**src/rtl/sfd_pkg.sv**
```systemverilog
package sfd_pkg;
   localparam int unsigned PAT_W = 48;
   localparam logic [PAT_W-1:0] FRAME_PATTERN = 48'hF6F6F6282828;
endpackage

```
**src/rtl/sfd_history.sv**
```systemverilog
module sfd_history #(
   parameter int unsigned HIST_W = 48
) (
   input  logic              clk,
   input  logic              rst_n,
   input  logic              shift_en,
   input  logic              din,
   output logic [HIST_W-1:0] hist_nxt
);
   logic [HIST_W-1:0] hist_q;

   // Newest bit enters at bit 0, so the oldest bit sits highest.
   assign hist_nxt = {hist_q[HIST_W-2:0], din};

   always_ff @(posedge clk) begin
      if (!rst_n)        hist_q <= '0;
      else if (shift_en) hist_q <= hist_nxt;
   end
endmodule

```
**src/rtl/sfd_matcher.sv**
```systemverilog
module sfd_matcher #(
   parameter int unsigned HIST_W = 48,
   parameter logic [HIST_W-1:0] PATTERN = '0,
   parameter int unsigned SLICE_W = 8
) (
   input  logic [HIST_W-1:0] window,
   output logic              hit
);
   localparam int unsigned N_SLICE = HIST_W / SLICE_W;

   if (N_SLICE * SLICE_W != HIST_W) begin : g_bad_slice
      $error("sfd_matcher: HIST_W must be a multiple of SLICE_W");
   end

   logic [N_SLICE-1:0] slice_eq;

   // Compare one slice at a time so the reduction tree stays shallow.
   for (genvar s = 0; s < N_SLICE; s++) begin : g_slice
      assign slice_eq[s] =
         (window[s*SLICE_W +: SLICE_W] == PATTERN[s*SLICE_W +: SLICE_W]);
   end

   assign hit = &slice_eq;
endmodule

```
**src/rtl/sfd_packer.sv**
```systemverilog
module sfd_packer #(
   parameter int unsigned WORD_W   = 8,
   parameter int unsigned NARROW_W = 4
) (
   input  logic              clk,
   input  logic              rst_n,
   input  logic              bit_en,
   input  logic              narrow_mode,
   input  logic              search_en,
   input  logic              hit,
   input  logic [WORD_W-1:0] recent,
   output logic [WORD_W-1:0] word_out,
   output logic              word_stb,
   output logic              frame_pulse
);
   localparam int unsigned CNT_W = (WORD_W > 1) ? $clog2(WORD_W) : 1;
   localparam logic [CNT_W-1:0] LAST_WIDE   = CNT_W'(WORD_W - 1);
   localparam logic [CNT_W-1:0] LAST_NARROW = CNT_W'(NARROW_W - 1);

   logic [CNT_W-1:0]  cnt_q;
   logic [CNT_W-1:0]  last_pos;
   logic              at_edge;
   logic              realign;
   logic              emit;
   logic [WORD_W-1:0] packed_word;

   assign last_pos = narrow_mode ? LAST_NARROW : LAST_WIDE;
   assign at_edge  = (cnt_q >= last_pos);
   assign realign  = search_en & hit;
   assign emit     = bit_en & (realign | at_edge);

   // Place the latest bits MSB-first; in narrow mode the unused low bits are zero.
   for (genvar i = 0; i < WORD_W; i++) begin : g_pack
      if (i >= WORD_W - NARROW_W) begin : g_upper
         assign packed_word[i] = narrow_mode ? recent[i - (WORD_W - NARROW_W)]
                                             : recent[i];
      end else begin : g_lower
         assign packed_word[i] = narrow_mode ? 1'b0 : recent[i];
      end
   end

   always_ff @(posedge clk) begin
      if (!rst_n) begin
         cnt_q       <= '0;
         word_out    <= '0;
         word_stb    <= 1'b0;
         frame_pulse <= 1'b0;
      end else begin
         word_stb    <= emit;
         frame_pulse <= emit & hit;
         if (emit) begin
            word_out <= packed_word;
            cnt_q    <= '0;
         end else if (bit_en) begin
            cnt_q    <= cnt_q + 1'b1;
         end
      end
   end
endmodule

```
**src/rtl/sonet_frame_deser.sv**
```systemverilog
module sonet_frame_deser #(
   parameter int unsigned WORD_W   = 8,
   parameter int unsigned NARROW_W = 4
) (
   input  logic              clk,
   input  logic              rst_n,
   input  logic              bit_en,
   input  logic              bit_in,
   input  logic              search_en,
   input  logic              narrow_mode,
   output logic [WORD_W-1:0] word_out,
   output logic              word_stb,
   output logic              frame_pulse
);
   import sfd_pkg::*;

   if (NARROW_W == 0 || NARROW_W > WORD_W) begin : g_bad_narrow
      $error("sonet_frame_deser: NARROW_W must be in 1..WORD_W");
   end
   if (WORD_W > PAT_W) begin : g_bad_word
      $error("sonet_frame_deser: WORD_W must not exceed the pattern width");
   end

   logic [PAT_W-1:0] hist_nxt;
   logic             hit;

   sfd_history #(.HIST_W(PAT_W)) u_hist (
      .clk      (clk),
      .rst_n    (rst_n),
      .shift_en (bit_en),
      .din      (bit_in),
      .hist_nxt (hist_nxt)
   );

   sfd_matcher #(.HIST_W(PAT_W), .PATTERN(FRAME_PATTERN), .SLICE_W(8)) u_match (
      .window (hist_nxt),
      .hit    (hit)
   );

   sfd_packer #(.WORD_W(WORD_W), .NARROW_W(NARROW_W)) u_pack (
      .clk         (clk),
      .rst_n       (rst_n),
      .bit_en      (bit_en),
      .narrow_mode (narrow_mode),
      .search_en   (search_en),
      .hit         (hit),
      .recent      (hist_nxt[WORD_W-1:0]),
      .word_out    (word_out),
      .word_stb    (word_stb),
      .frame_pulse (frame_pulse)
   );
endmodule

```
**config.mk**
```make
export PLATFORM = sky130hd
export DESIGN_NAME = sonet_frame_deser
export DESIGN_NICKNAME = d
export VERILOG_FILES = /design/src/rtl/sfd_pkg.sv /design/src/rtl/sfd_history.sv /design/src/rtl/sfd_matcher.sv /design/src/rtl/sfd_packer.sv /design/src/rtl/sonet_frame_deser.sv
export SDC_FILE = /design/constraint.sdc
export NUM_CORES = 1
export LEC_CHECK = 0
export CAP_MARGIN = 25
export CORE_UTILIZATION = 55
export CTS_CLUSTER_DIAMETER = 100
export DETAILED_ROUTE_END_ITERATION = 8
export GPL_ROUTABILITY_DRIVEN = 1
export GPL_TIMING_DRIVEN = 0
export PLACE_DENSITY = 0.75
export SYNTH_ARGS = -nofsm -noshare
export SYNTH_HDL_FRONTEND = slang
export SYNTH_SLANG_ARGS = --single-unit
```
**constraint.sdc**
```tcl
create_clock -name clk -period 5.5 [get_ports clk]
set_clock_uncertainty 0.15 [all_clocks]
set_input_delay 1.1 -clock clk [delete_from_list [all_inputs] [get_ports clk]]
set_output_delay 1.1 -clock clk [all_outputs]
set_load 0.02 [all_outputs]
```
==> flow_summary.ini <==
[drt]
drtPass1Iterations = 4
drtIter0Drc = 116
antenna_left = 0
wl_per_cell_um = 13.3
viasPerCell = 5.37
wirelength_um = 4040
drc = 0
via_count = 1631

[grt]
grt_max_degree = 11
gr-total-overflow = 0
grt_pass1_wl_um = 6640
gr-usage-met3 = 0.0500
met1_usage = 0.259
antenna_found_initial = 0
grt_busiest_layer = met2
track_usage = 0.201
grt_pass1_vias = 1452
met2_usage = 0.288

[status]
status = finished clean

[synthesis]
synthArstFlopShare = 0
ys.flop_type = dfxtp_1
netlist_area_um2 = 2390
syn_inst = 225
yosys.area.top_type_share = 0.502
synth.most_common_cell = dfxtp_1
syn-num-nets = 233
synth-seq-cells = 60
synth_seq_area_share = 0.502
synth_area_leaders = dfxtp_1, mux2i_1, nor2_1, and4bb_2, clkbuf_1
syn_avg_cell_area_um2 = 10.6
synthTopCellsByCount = dfxtp_1, mux2i_1, nor2_1, clkbuf_1
synth_top_area_cell = dfxtp_1
yosys_warnings = 0
synthDistinctLibCells = 31
synth_edf_count = 0

[die]
start_util = 0.586
fp.dieH_um = 68.0
rows = 23
die_w_um = 68.0
io_pins = 16
dieArea_um2 = 4620
coreArea_um2 = 4090

[sta]
finalSetupTns_ns = 0
fmax_mhz = 267
drv_slew = 0
worstMarginPinSlew_ns = 0.693
rsz0062_at_grt = false
layout_setup_ws_ns = 1.76
setup_viol = 0
relSlewSlack = 0.538
period_share = 0.680
final_hold_viol_count = 0
period_needed_ns = 3.74

[job]
drv_cap = 0

[clocking]
cts_tree = yes
postCtsSetupRepairBufs = 0
cts_sinks = 60
worstSkewPairLatency_ns = 0.33
post_cts_resized = 0
holdBufCountCts = 0
numCtsBuffers = 9
htree_levels = 3
clock_path_buffers = 2
cts.clk_slew.worst_paths_ns = 0.06
cts-root-buf = clkbuf_8

[pwr]
ir_drop_mv = 0.162
p_sw_frac = 0.226
leakage_nw = 1.19
combPwrFrac = 0.059
power_frac_seq = 0.530
p_int_uw = 644
p_switching_uw = 188
power_frac_clock = 0.411
powerDensity_nw_per_um2 = 301

[final_layout]
syn2layout_area_growth_pct = 15.5
num-nets-final = 258
nFillCells = 335
drive_above_1_share = 0.110
antenna_cells = 0

[critical_path]
slowest_stage = o41ai_4
cp-start-kind = primary input
worstPathMaxFanout = 10
end_kind = flip-flop
worst-setup-path-type = primary input to flip-flop
critPathBufInv = 1
crit_required_ns = 5.58
worstPathArrival_ns = 3.82
cpPeakStageDelay_ns = 0.63
crit_chain = clkdlybuf4s50_1 > or4b_1 > or4_4 > o41ai_4 > nand2_2 > and3_2
crit_family = simple AND/OR/NAND/NOR gates

[worst_hold_path]
min_path_type = flip-flop to flip-flop

[placed_design]
pre_cts_slack_ns = 1.40
hpwl_um = 2740
place.port_buffers = 14
gp_congestion = 0.708
## sequential cells by signal (all words and copies together), names as in the netlist
signal / cells
u_hist.hist_q: 47
u_pack.cnt_q: 3
u_pack.frame_pulse: 1
u_pack.word_out: 8
u_pack.word_stb: 1
## kinds of logic after synthesis
family | Yosys count | share of synthesized area
adder cells (fa/ha/maj) | 2 | 0.0104
AND/OR/NAND/NOR | 77 | 0.169
AO/OA/AOI/OAI | 12 | 0.0434
XOR/XNOR | 2 | 0.00732
buffers and inverters | 16 | 0.0340
multiplexers | 56 | 0.234
flip-flops | 60 | 0.502
## path summary, 6_finish.rpt
check | startpoint | cells after the start | to | slack (ns)
worst max register to register | u_hist.hist_q[0] | 5 | u_pack.cnt_q[0] | 2.63
worst min-delay path | u_pack.word_out[0] | 2 | u_pack.word_out[0] | 0.31
worst min register to register | u_pack.word_out[0] | 2 | u_pack.word_out[0] | 0.31
worst max-delay path | bit_in | 6 | u_pack.cnt_q[0] | 1.76
## final cells by class
cell class	instances	area [um2]	share of cell area
plain buffers	14	73.8	0.0267
clock buffers	13	159	0.0574
clock inverters	2	10.0	0.00362
inverters	2	7.51	0.00271
multi-input cells	149	1110	0.402
flip-flops and latches	60	1200	0.434
well taps	50	62.6	0.0226
repair buffers	14	140	0.0507
## worst register-to-register path, stage by stage (launching register included)
cell	delay (ns)
dfxtp_1	0.35
or4b_1	0.53
or4_4	0.56
o41ai_4	0.63
nand2_2	0.29
and3_2	0.27
## layout by cell type, fill, tap and decap left out, types with 4 or more instances in the layout
cell and instances:
mux2i_1 56, a21oi_1 5, dfxtp_1 60, nand2_1 5, nor2_1 48, nand3b_1 4, clkbuf_1 12, clkbuf_8 11
clkdlybuf4s50_1 14, a311oi_1 4
## metal layers
metal | part of all wire | wire length (um) | vias up
met5 | 0 | 0 | -
met4 | 0.026 | 104 | 0
met3 | 0.029 | 119 | 11
met2 | 0.43 | 1730 | 20
met1 | 0.51 | 2080 | 754
li1 | - | - | 846
## per-stage QoR
step	utilization	area, um2	instances	hold WS (ns)	total power [mW]
global placement	0.636	2600	289	0.300	0.499
CTS	0.677	2770	304	0.310	0.839
detailed placement	0.636	2600	289	0.302	0.500
finish	0.677	2770	304	0.305	0.833
floorplan	-	2390	225	0.302	0.487
global route	0.677	2770	304	0.339	0.859
## power by group through the flow
stage,clock network (mW),registers [mW],logic (mW)
2_1_floorplan,0,0.451,0.0353
3_3_place_gp,0,0.451,0.0484
3_5_place_dp,0,0.451,0.0491
4_1_cts,0.348,0.441,0.0493
5_1_grt,0.364,0.442,0.0534
6_report,0.342,0.441,0.0488
No activity file was read; power rests on OpenSTA's default activity.
